`src/rtl/tsk_pkg.sv`:
```
package tsk_pkg;
    typedef enum logic [1:0] {
        MOD_KEEP = 2'b00,
        MOD_ZERO = 2'b01,
        MOD_COMP = 2'b10,
        MOD_ONES = 2'b11
    } mod_e;

    typedef struct packed {
        mod_e mod;      // [5:4]
        logic sense;    // [3] XORed with the nonzero flag
        logic test;     // [2] enables the nonzero flag
        logic swap;     // [1] exchange mask halves
        logic full;     // [0] full operand vs immediate
    } op_t;
endpackage

```
`src/rtl/tsk_mask_gen.sv`:
```
module tsk_mask_gen #(
    parameter int HALF_W = 18,
    localparam int WORD_W = 2 * HALF_W
) (
    input  logic [WORD_W-1:0] opnd,
    input  logic              full,
    input  logic              swap,
    output logic [WORD_W-1:0] mask
);
    logic [WORD_W-1:0] raw;

    always_comb begin
        if (full) raw = opnd;
        else      raw = {{HALF_W{1'b0}}, opnd[HALF_W-1:0]};
    end

    for (genvar i = 0; i < HALF_W; i++) begin : g_half
        assign mask[i]          = swap ? raw[i+HALF_W] : raw[i];
        assign mask[i+HALF_W]   = swap ? raw[i]        : raw[i+HALF_W];
    end
endmodule

```
`src/rtl/tsk_modify.sv`:
```
module tsk_modify
    import tsk_pkg::*;
#(
    parameter int WORD_W = 36
) (
    input  logic [WORD_W-1:0] acc,
    input  logic [WORD_W-1:0] mask,
    input  mod_e              mode,
    output logic [WORD_W-1:0] result
);
    always_comb begin
        unique case (mode)
            MOD_ZERO: result = acc & ~mask;
            MOD_COMP: result = acc ^ mask;
            MOD_ONES: result = acc | mask;
            default:  result = acc;
        endcase
    end
endmodule

```
`src/rtl/tsk_skip_eval.sv`:
```
module tsk_skip_eval #(
    parameter int WORD_W = 36
) (
    input  logic [WORD_W-1:0] acc,
    input  logic [WORD_W-1:0] mask,
    input  logic              sense,
    input  logic              test,
    output logic              skip
);
    logic hit;

    always_comb begin
        hit  = |(acc & mask);
        skip = sense ^ (test & hit);
    end
endmodule

```
`src/rtl/bit_test_skip_unit.sv`:
```
module bit_test_skip_unit
    import tsk_pkg::*;
#(
    parameter int HALF_W = 18,
    localparam int WORD_W = 2 * HALF_W,
    localparam int OP_W = $bits(op_t)
) (
    input  logic              clk,
    input  logic              rst_n,
    input  logic              in_valid,
    output logic              in_ready,
    input  logic [OP_W-1:0]   op_in,
    input  logic [WORD_W-1:0] acc_in,
    input  logic [WORD_W-1:0] opnd_in,
    output logic              out_valid,
    output logic [WORD_W-1:0] acc_out,
    output logic              acc_we,
    output logic              skip_out
);
    typedef struct packed {
        logic              ready;
        logic              valid;
        logic              we;
        logic              skip;
        logic [WORD_W-1:0] acc;
    } state_t;

    state_t st_d, st_q;
    op_t    op;
    logic [WORD_W-1:0] mask, new_acc;
    logic   skip_c;
    logic   fire;

    assign op = op_t'(op_in);

    tsk_mask_gen #(.HALF_W(HALF_W)) u_mask (
        .opnd (opnd_in),
        .full (op.full),
        .swap (op.swap),
        .mask (mask)
    );

    tsk_modify #(.WORD_W(WORD_W)) u_mod (
        .acc    (acc_in),
        .mask   (mask),
        .mode   (op.mod),
        .result (new_acc)
    );

    tsk_skip_eval #(.WORD_W(WORD_W)) u_skip (
        .acc   (acc_in),
        .mask  (mask),
        .sense (op.sense),
        .test  (op.test),
        .skip  (skip_c)
    );

    always_comb begin
        fire        = in_valid & st_q.ready;
        st_d        = st_q;
        st_d.ready  = 1'b1;
        st_d.valid  = fire;
        st_d.we     = fire & (op.mod != MOD_KEEP);
        st_d.skip   = fire & skip_c;
        if (fire) st_d.acc = new_acc;
    end

    always_ff @(posedge clk) begin
        if (!rst_n) st_q <= '0;
        else        st_q <= st_d;
    end

    assign in_ready  = st_q.ready;
    assign out_valid = st_q.valid;
    assign acc_we    = st_q.we;
    assign skip_out  = st_q.skip;
    assign acc_out   = st_q.acc;
endmodule

```
`config.mk`:
```
export PLATFORM = sky130hd
export DESIGN_NAME = bit_test_skip_unit
export DESIGN_NICKNAME = d
export VERILOG_FILES = /design/src/rtl/tsk_pkg.sv /design/src/rtl/tsk_mask_gen.sv /design/src/rtl/tsk_modify.sv /design/src/rtl/tsk_skip_eval.sv /design/src/rtl/bit_test_skip_unit.sv
export SDC_FILE = /design/constraint.sdc
export NUM_CORES = 1
export LEC_CHECK = 0
export BUFFER_PORTS_ARGS = -buffer_cell sky130_fd_sc_hd__buf_2
export CAP_MARGIN = 20
export CORE_UTILIZATION = 35
export DETAILED_ROUTE_END_ITERATION = 16
export GPL_ROUTABILITY_DRIVEN = 0
export HOLD_SLACK_MARGIN = 0.15
export PLACE_DENSITY_LB_ADDON = 0.25
export SLEW_MARGIN = 15
export SYNTH_ARGS = -nofsm -noshare
export SYNTH_HDL_FRONTEND = slang
export SYNTH_SLANG_ARGS = --single-unit
```
`constraint.sdc`:
```
create_clock -name clk -period 3.7 [get_ports clk]
set_input_delay 0.74 -clock clk [delete_from_list [all_inputs] [get_ports clk]]
set_output_delay 0.74 -clock clk [all_outputs]
set_load 0.02 [all_outputs]
```
; ---- Word level (Yosys, flattened, before mapping)
; Cells that the tools add are included.
[classes]
add_sub_neg = 0
n_mul = 0
div_mod_pow = 0
order_cmp = 0
n_eq_ne = 3
shift = 0
n_mux = 40
bitwise_logic = 10
n_reduce_logical = 2
[op_table]
columns = cell, count
row1 = one-hot mux 36 bit (3 select lines), 1
row2 = AND 36 bit, 2
row3 = 2-to-1 mux 36 bit, 2
row4 = 2-to-1 mux 40 bit, 1
row5 = 2-to-1 mux 1 bit, 36
row6 = NOT 36 bit, 1
row7 = OR 36 bit, 1
row8 = OR reduction 36 bit, 1
row9 = XOR 36 bit, 1
row10 = AND 1 bit, 4
row11 = "equality test 2 bit, second input constant", 2
row12 = "equality test 2 x 1 -> 1 bit, second input constant", 1
row13 = nonzero test 2 bit, 1
row14 = XOR 1 bit, 1
[totals]
ff_bits = 40
latchBits = 0
ram_bits = 0
romBits = 0
inputBits = 81
out_inout_bits = 40
memories = 0

; ---- Logic depth before layout (Yosys ltp)
; Gate-level depths: netlist of the first run.
[logic_depth]
word_depth = 8
mapped_depth = 10

; ---- Modules after synthesis
; From an unflattened synthesis of the first run, not the netlist that was laid out.
[unflattened]
cells_unflattened = 540
area_unflattened_um2 = 4847.1
[by_module_without_submodules]
columns = module, instances, cells_per_inst, area_each_um2
row1 = tsk_modify, 1, 224, 2230.9
row2 = bit_test_skip_unit, 1, 172, 1615.3
row3 = tsk_mask_gen, 1, 120, 797.0
row4 = tsk_skip_eval, 1, 24, 203.9

; ---- Least setup slack after synthesis of the first run
; Ideal clock, no wire load.
[synth_timing]
path_kind = in2reg
start = in op_in[1]
end = reg st_q, in the netlist skip_out
setup_ns = 0.062
arrival_time_ns = 2.486
t_required_ns = 3.638
path_slack_ns = 1.152
cell_stages = 8
cell_sequence = clkbuf_1 -> clkbuf_1 -> o21ai_0 -> ha_1 -> nor4_2 -> nand4_1 -> or4_1 -> nand3_1
[synth_via]
elab_chain_cells = 6
word_cells_on_any_way = 41
classes_between = 36 x mux / 4 x bitwise / 1 x reduce/logical
[synth_lines]
columns = item, line_no
row1 = "start, declared", bit_test_skip_unit.sv:12  ; input logic [OP_W-1:0] op_in,
row2 = 2-to-1 mux 1 bit (on tied branches), "tsk_mask_gen.sv:18, tsk_mask_gen.sv:19"
row3 = AND 36 bit *, tsk_skip_eval.sv:13  ; hit = |(acc & mask);
row4 = OR reduction 36 bit *, tsk_skip_eval.sv:13
row5 = AND 1 bit *, tsk_skip_eval.sv:14  ; skip = sense ^ (test & hit);
row6 = XOR 1 bit *, tsk_skip_eval.sv:14
row7 = AND 1 bit *, bit_test_skip_unit.sv:64  ; st_d.skip = fire & skip_c;
row8 = "end signal, assigned", bit_test_skip_unit.sv:70  ; else st_q <= st_d;
row9 = "end, declared", bit_test_skip_unit.sv:28  ; state_t st_d, st_q;
; Mark *: on every way between the ends. The rest lies on a longest branch, timed or not.
; A chain may end at the register's enable or synchronous reset.

; ---- Worst setup path after layout of the first run
; Same ends and word-level chain as after synthesis.

==> results of run 1 <==
[worst max-delay path, stage by stage]
cell	delay (ps)
buf_2	310
buf_4	420
o21ai_0	310
ha_1	270
nor4_1	290
nand3_1	140
or4_1	480
nand3_1	90
[state kept, by name, summed over array words and instances (netlist names)]
register / cells
skip_out: 1
in_ready: 1
acc_out: 36
out_valid: 1
acc_we: 1
[final cells by class]
type	instances	area (µm²)
fill	1389	7660
timing repair buffer	125	651
antenna	2	5.00
clock buffer	8	146
multi-input combinational	366	3280
inverter	127	477
sequential	40	801
tap	176	220
[kinds of logic after synthesis]
logic type	Yosys count	synth area share
AOI/OAI and AO/OA	74	0.0967
and+or+nand+nor	148	0.136
muxes	36	0.173
buffers and inverters	158	0.143
adders and majority gates	108	0.284
DFF	40	0.168
[worst paths after layout]
path | cells past startpoint | start | to
setup / recovery | 8 | op_in[1] | skip_out$_SDFF_PN0_
hold / removal | 2 | acc_out[14]$_SDFFE_PN0P_ | acc_out[14]$_SDFFE_PN0P_
setup reg to reg | 4 | in_ready$_DFF_P_ | acc_out[16]$_SDFFE_PN0P_
hold reg to reg | 2 | acc_out[14]$_SDFFE_PN0P_ | acc_out[14]$_SDFFE_PN0P_
[metal layers]
metal	vias up	wire length [µm]
met4	0	187
met1	1909	5210
li1	2016	-
met3	11	925
met5	-	0
met2	132	5880
[power by group]
| group | switching (µW) | internal [µW] |
|---|---|---|
| sequential | 11.6 | 457 |
| clock | 170 | 269 |
| combinational | 265 | 210 |
[cell usage after synthesis]
cell,count,share of area
clkbuf_1,14,0.011
nor4_2,4,0.011
a21oi_1,1,0.0010
nor2_1,2,0.0016
mux4_1,4,0.022
a21boi_0,28,0.044
nand3_1,21,0.022
or4_1,1,0.0016
and2_1,1,0.0013
buf_4,2,0.0032
buf_2,5,0.0053
a21boi_1,8,0.013
nand2_1,111,0.087
o21ai_0,37,0.039
dlygate4sd1_1,1,0.0018
inv_1,127,0.10
ha_1,108,0.28
buf_6,9,0.021
nor3b_1,2,0.0032
dfxtp_1,40,0.17
mux4_2,32,0.15
nor4_1,5,0.0066
nand4_1,1,0.0013
[through the flow]
step	power [µW]	worst slack [ps]	hold slack, ps	std cells
floorplan	797	1150	532	564
global placement	940	640	442	834
detailed placement	958	630	445	834
CTS	1400	923	452	842
global route	1480	678	479	842
finish	1380	867	449	844
==> run summary, run 1 <==
Tightest Hold Check Type: reg -> reg
r2r setup slk: 2450 ps
Synth Instances: 564
worst path arrival time: 3060 ps
DR iter-0 viols: 160
outcome: complete, no violations
Final HPWL DP: 10.1 mm
Cell Area, Synth: 0.00476 mm²
ratio of cells with drive above 1 in the final layout: 0.251
total CTS buffers: 5
Post-CTS Resized: 0
Wirelength per Cell: 14.5 µm
fin nets: 854
CTS Root Cell: clkbuf_16
GR Util met2: 0.317
CP startpoint kind: input port
worst skew pair latency: 290 ps
CTS Hold Bufs: 0
mean area per synthesized cell: 8.45 µm²
RSZ-0062 raised after global routing: no
DR vias: 4068
endpoints failing hold: 0
commonest non-fill, non-tap cell in the layout: inv_1
Slew headroom: 0.528
max-cap violation count: 0
syn_nets: 753
Final Core Density: 0.422
I/O pins: 121
Port Buffers: 120
met1 Use GR: 0.221
Core Area: 0.0132 mm²
Setup Fix Bufs, Post-CTS: 0
fin. max-slew vios: 0
drt pass-1 iters: 4
sequential-to-total area share from yosys stat: 0.168
Die Ht: 119 µm
die area: 0.0141 mm²
Routed Wire Length: 12.2 mm
global-route usage over all layers: 0.180
Initial Util: 0.360
grt met3 use: 0.0367
global-route wire length before repair: 19.7 mm
H-tree levels: 2
CTS tree: built
power per cell area: 248 mW/mm²
Die X: 119 µm
Tcrit/Tclk final: 0.766
CTS clk-pin slew, worst paths: 60 ps
LEAKAGE: 0.00294 µW
peak fanout along the critical path: 46
dpl cell area: 0.00543 mm²
Max Fclk: 353 MHz
number of synthesized register bits: 40
Worst Skew: 8.27 ps
maximum vdd drop: 0.137 mV
cell area after layout: 0.00558 mm²
vias in the first global route: 3956
Final min period: 2830 ps
Final ANT Viol Nets: 0
Distinct cells, synth: 23
commonest non-fill, non-tap cells in the layout: inv_1, buf_2, nand2_1
Setup crit end kind: flip-flop
area delta synth->final: 17.2%
synth warn: 0
Final Setup Violations: 0
antenna violations before repair: 1
Crit Path Category: in -> reg
DRC errors left: 0
Critical Path RT: 3930 ps
clock buffer depth: 2
Rows: 42
via/cell ratio: 4.82
CTS Sinks: 40
slew at the pin closest to its max-slew limit: 708 ps
GRT overflow: 0
largest net degree at the start of global routing: 47
Total Neg Setup Slack: 0 ps
grt peak-use layer: met2
Power figures use the tool's default switching activity.
==> run 2, diff against run 1 <==
==> constraint.sdc (replaced) <==
create_clock -name clk -period 2.6 [get_ports clk]
set_input_delay 0.52 -clock clk [delete_from_list [all_inputs] [get_ports clk]]
set_output_delay 0.52 -clock clk [all_outputs]
set_load 0.02 [all_outputs]
==> run 2 against run 1 <==
Design area increased by 2.2%. Clock power increased by 70%. Critical path depth unchanged. Clock skew decreased by 5.4 ps. Core utilization increased by 0.92 points. Via count decreased by 0.12%. Count of clock-buffer cells in the layout decreased by 2. Largest cell class unchanged.
==> run summary, run 2 (synthesis results as in run 1) <==
Die X: 119 µm (unchanged)
Worst Skew: 2.87 ps (was 8.27 ps)
commonest non-fill, non-tap cell in the layout: inv_1 (unchanged)
Port Buffers: 120 (unchanged)
H-tree levels: 2 (unchanged)
Slew headroom: 0.621 (was 0.528)
max FFs per register: 36 (unchanged)
Total Power: 2110 µW (was 1380 µW)
Final Setup Violations: 0 (unchanged)
CTS Root Cell: clkbuf_16 (unchanged)
worst path arrival time: 2580 ps (was 3060 ps)
maximum vdd drop: 0.262 mV (was 0.137 mV)
die area: 0.0141 mm² (unchanged)
r2r setup slk: 1380 ps (was 2450 ps)
Worst Reg-to-Reg Cells: 5 (was 4)
CTS clk-pin slew, worst paths: 60 ps (about the same)
DRC errors left: 0 (unchanged)
worst path cell trace: buf_2 -> buf_12 -> o21ai_0 -> ha_1 -> nor4_2 -> nand4_1 -> or4_1 -> nand3_1 (was buf_2 -> buf_4 -> o21ai_0 -> ha_1 -> nor4_1 -> nand3_1 -> or4_1 -> nand3_1)
drt pass-1 iters: 4 (unchanged)
Rows: 42 (unchanged)
Critical Path RT: 2830 ps (was 3930 ps)
Wirelength per Cell: 14.6 µm (was 14.5 µm)
Setup Fix Bufs, Post-CTS: 0 (unchanged)
DR iter-0 viols: 227 (was 160)
CTS tree: built (unchanged)
global-route wire length before repair: 20.3 mm (was 19.7 mm)
RSZ-0062 raised after global routing: no (unchanged)
clock buffer depth: 2 (unchanged)
vias in the first global route: 3995 (was 3956)
I/O pins: 121 (unchanged)
global-route usage over all layers: 0.186 (was 0.180)
via/cell ratio: 4.77 (was 4.82)
FF-to-FF Start: in_ready$_DFF_P_ (unchanged)
CP max stage delay: 540 ps (was 480 ps)
Tcrit/Tclk final: 0.902
worst skew pair latency: 290 ps (about the same)
commonest non-fill, non-tap cells in the layout: inv_1, buf_2, nand2_1 (unchanged)
LEAKAGE: 0.00300 µW (was 0.00294 µW)
total CTS buffers: 5 (unchanged)
Post-CTS Resized: 0 (unchanged)
peak fanout along the critical path: 37 (was 46)
Critical Path End: skip_out$_SDFF_PN0_ (unchanged)
fin nets: 861 (was 854)
CTS Hold Bufs: 0 (unchanged)
Routed Wire Length: 12.5 mm (was 12.2 mm)
Total Neg Setup Slack: 0 ps (unchanged)
fillers: 1382 (was 1389)
area delta synth->final: 19.8% (was 17.2%)
Die Ht: 119 µm (unchanged)
Crit-path slowest cell: or4_1 (unchanged)
endpoints failing hold: 0 (unchanged)
Setup crit end kind: flip-flop (unchanged)
slew at the pin closest to its max-slew limit: 563 ps (was 708 ps)
Initial Util: 0.360 (unchanged)
outcome: complete, no violations (unchanged)
fin. max-slew vios: 0 (unchanged)
power per cell area: 370 mW/mm² (was 248 mW/mm²)
Final min period: 2350 ps
Final Core Density: 0.431 (was 0.422)
CTS Sinks: 40 (unchanged)
Tightest Hold Check Type: reg -> reg (unchanged)
CP startpoint kind: input port (unchanged)
max-cap violation count: 0 (unchanged)
Crit Path Category: in -> reg (unchanged)
hold wc startpoint: acc_out[12]$_SDFFE_PN0P_ (was acc_out[14]$_SDFFE_PN0P_)
Max Fclk: 426 MHz
Final ANT Viol Nets: 0 (unchanged)
reg-to-reg endpoint: skip_out$_SDFF_PN0_ (was acc_out[16]$_SDFFE_PN0P_)
Final HPWL DP: 10.3 mm (was 10.1 mm)
largest net degree at the start of global routing: 38 (was 47)
Core Area: 0.0132 mm² (unchanged)
antenna violations before repair: 2 (was 1)
ratio of cells with drive above 1 in the final layout: 0.262 (was 0.251)
DR vias: 4063 (was 4068)
GRT overflow: 0 (unchanged)
Critical Path Source: op_in[1] (unchanged)
run 2: metrics by stage:
stage          cells  area [µm²]  hold WS (ps)  worst slack, ps
4_1_cts          849        5700           451              247
2_1_floorplan    564        4760           532              272
5_1_grt          850        5700           467             97.7
3_3_place_gp     841        5520           443            -57.3
3_5_place_dp     841        5520           442            -58.6
6_report         851        5700           447              254
run 2: layout make-up:
cell class / count / area, µm² / area share
repair buffers: 132 / 741 / 0.130
well taps: 176 / 220 / 0.0386
flip-flops and latches: 40 / 801 / 0.140
diodes: 2 / 5.00 / 0.000877
clock buffers: 6 / 139 / 0.0243
multi-input cells: 366 / 3280 / 0.576
clock inverters: 2 / 38.8 / 0.00680
inverters: 127 / 477 / 0.0836
run 2: worst min-delay path by stage:
stage | to | slack [ps] | depth (start not counted)
after floorplan | acc_out[12]$_SDFFE_PN0P_ | 530 | 2
after global placement | acc_out[14]$_SDFFE_PN0P_ | 440 | 2
after detailed placement | acc_out[12]$_SDFFE_PN0P_ | 440 | 2
after CTS | acc_out[12]$_SDFFE_PN0P_ | 450 | 2
after global routing | acc_out[12]$_SDFFE_PN0P_ | 470 | 2
final | acc_out[12]$_SDFFE_PN0P_ | 450 | 2
run 2: metal layers:
metal  track usage  routed length (µm)
met5             0                   0
met4        0.0617                 269
met3        0.0333                 609
met2         0.317                5930
met1         0.234                5650
run 2: worst max-delay path, delay by kind of cell:
kind | cells | cell delay [ps]
AOI/OAI and AO/OA | 1 | 160
adders and majority gates | 1 | 230
and+or+nand+nor | 4 | 1120
buffers and inverters | 2 | 540
run 2: report_power, final:
part	internal (µW)	total [µW]	leakage, µW	switching [µW]
clock	481	746	0.0000871	265
sequential	649	666	0.000327	17.0
combinational	313	697	0.00258	384
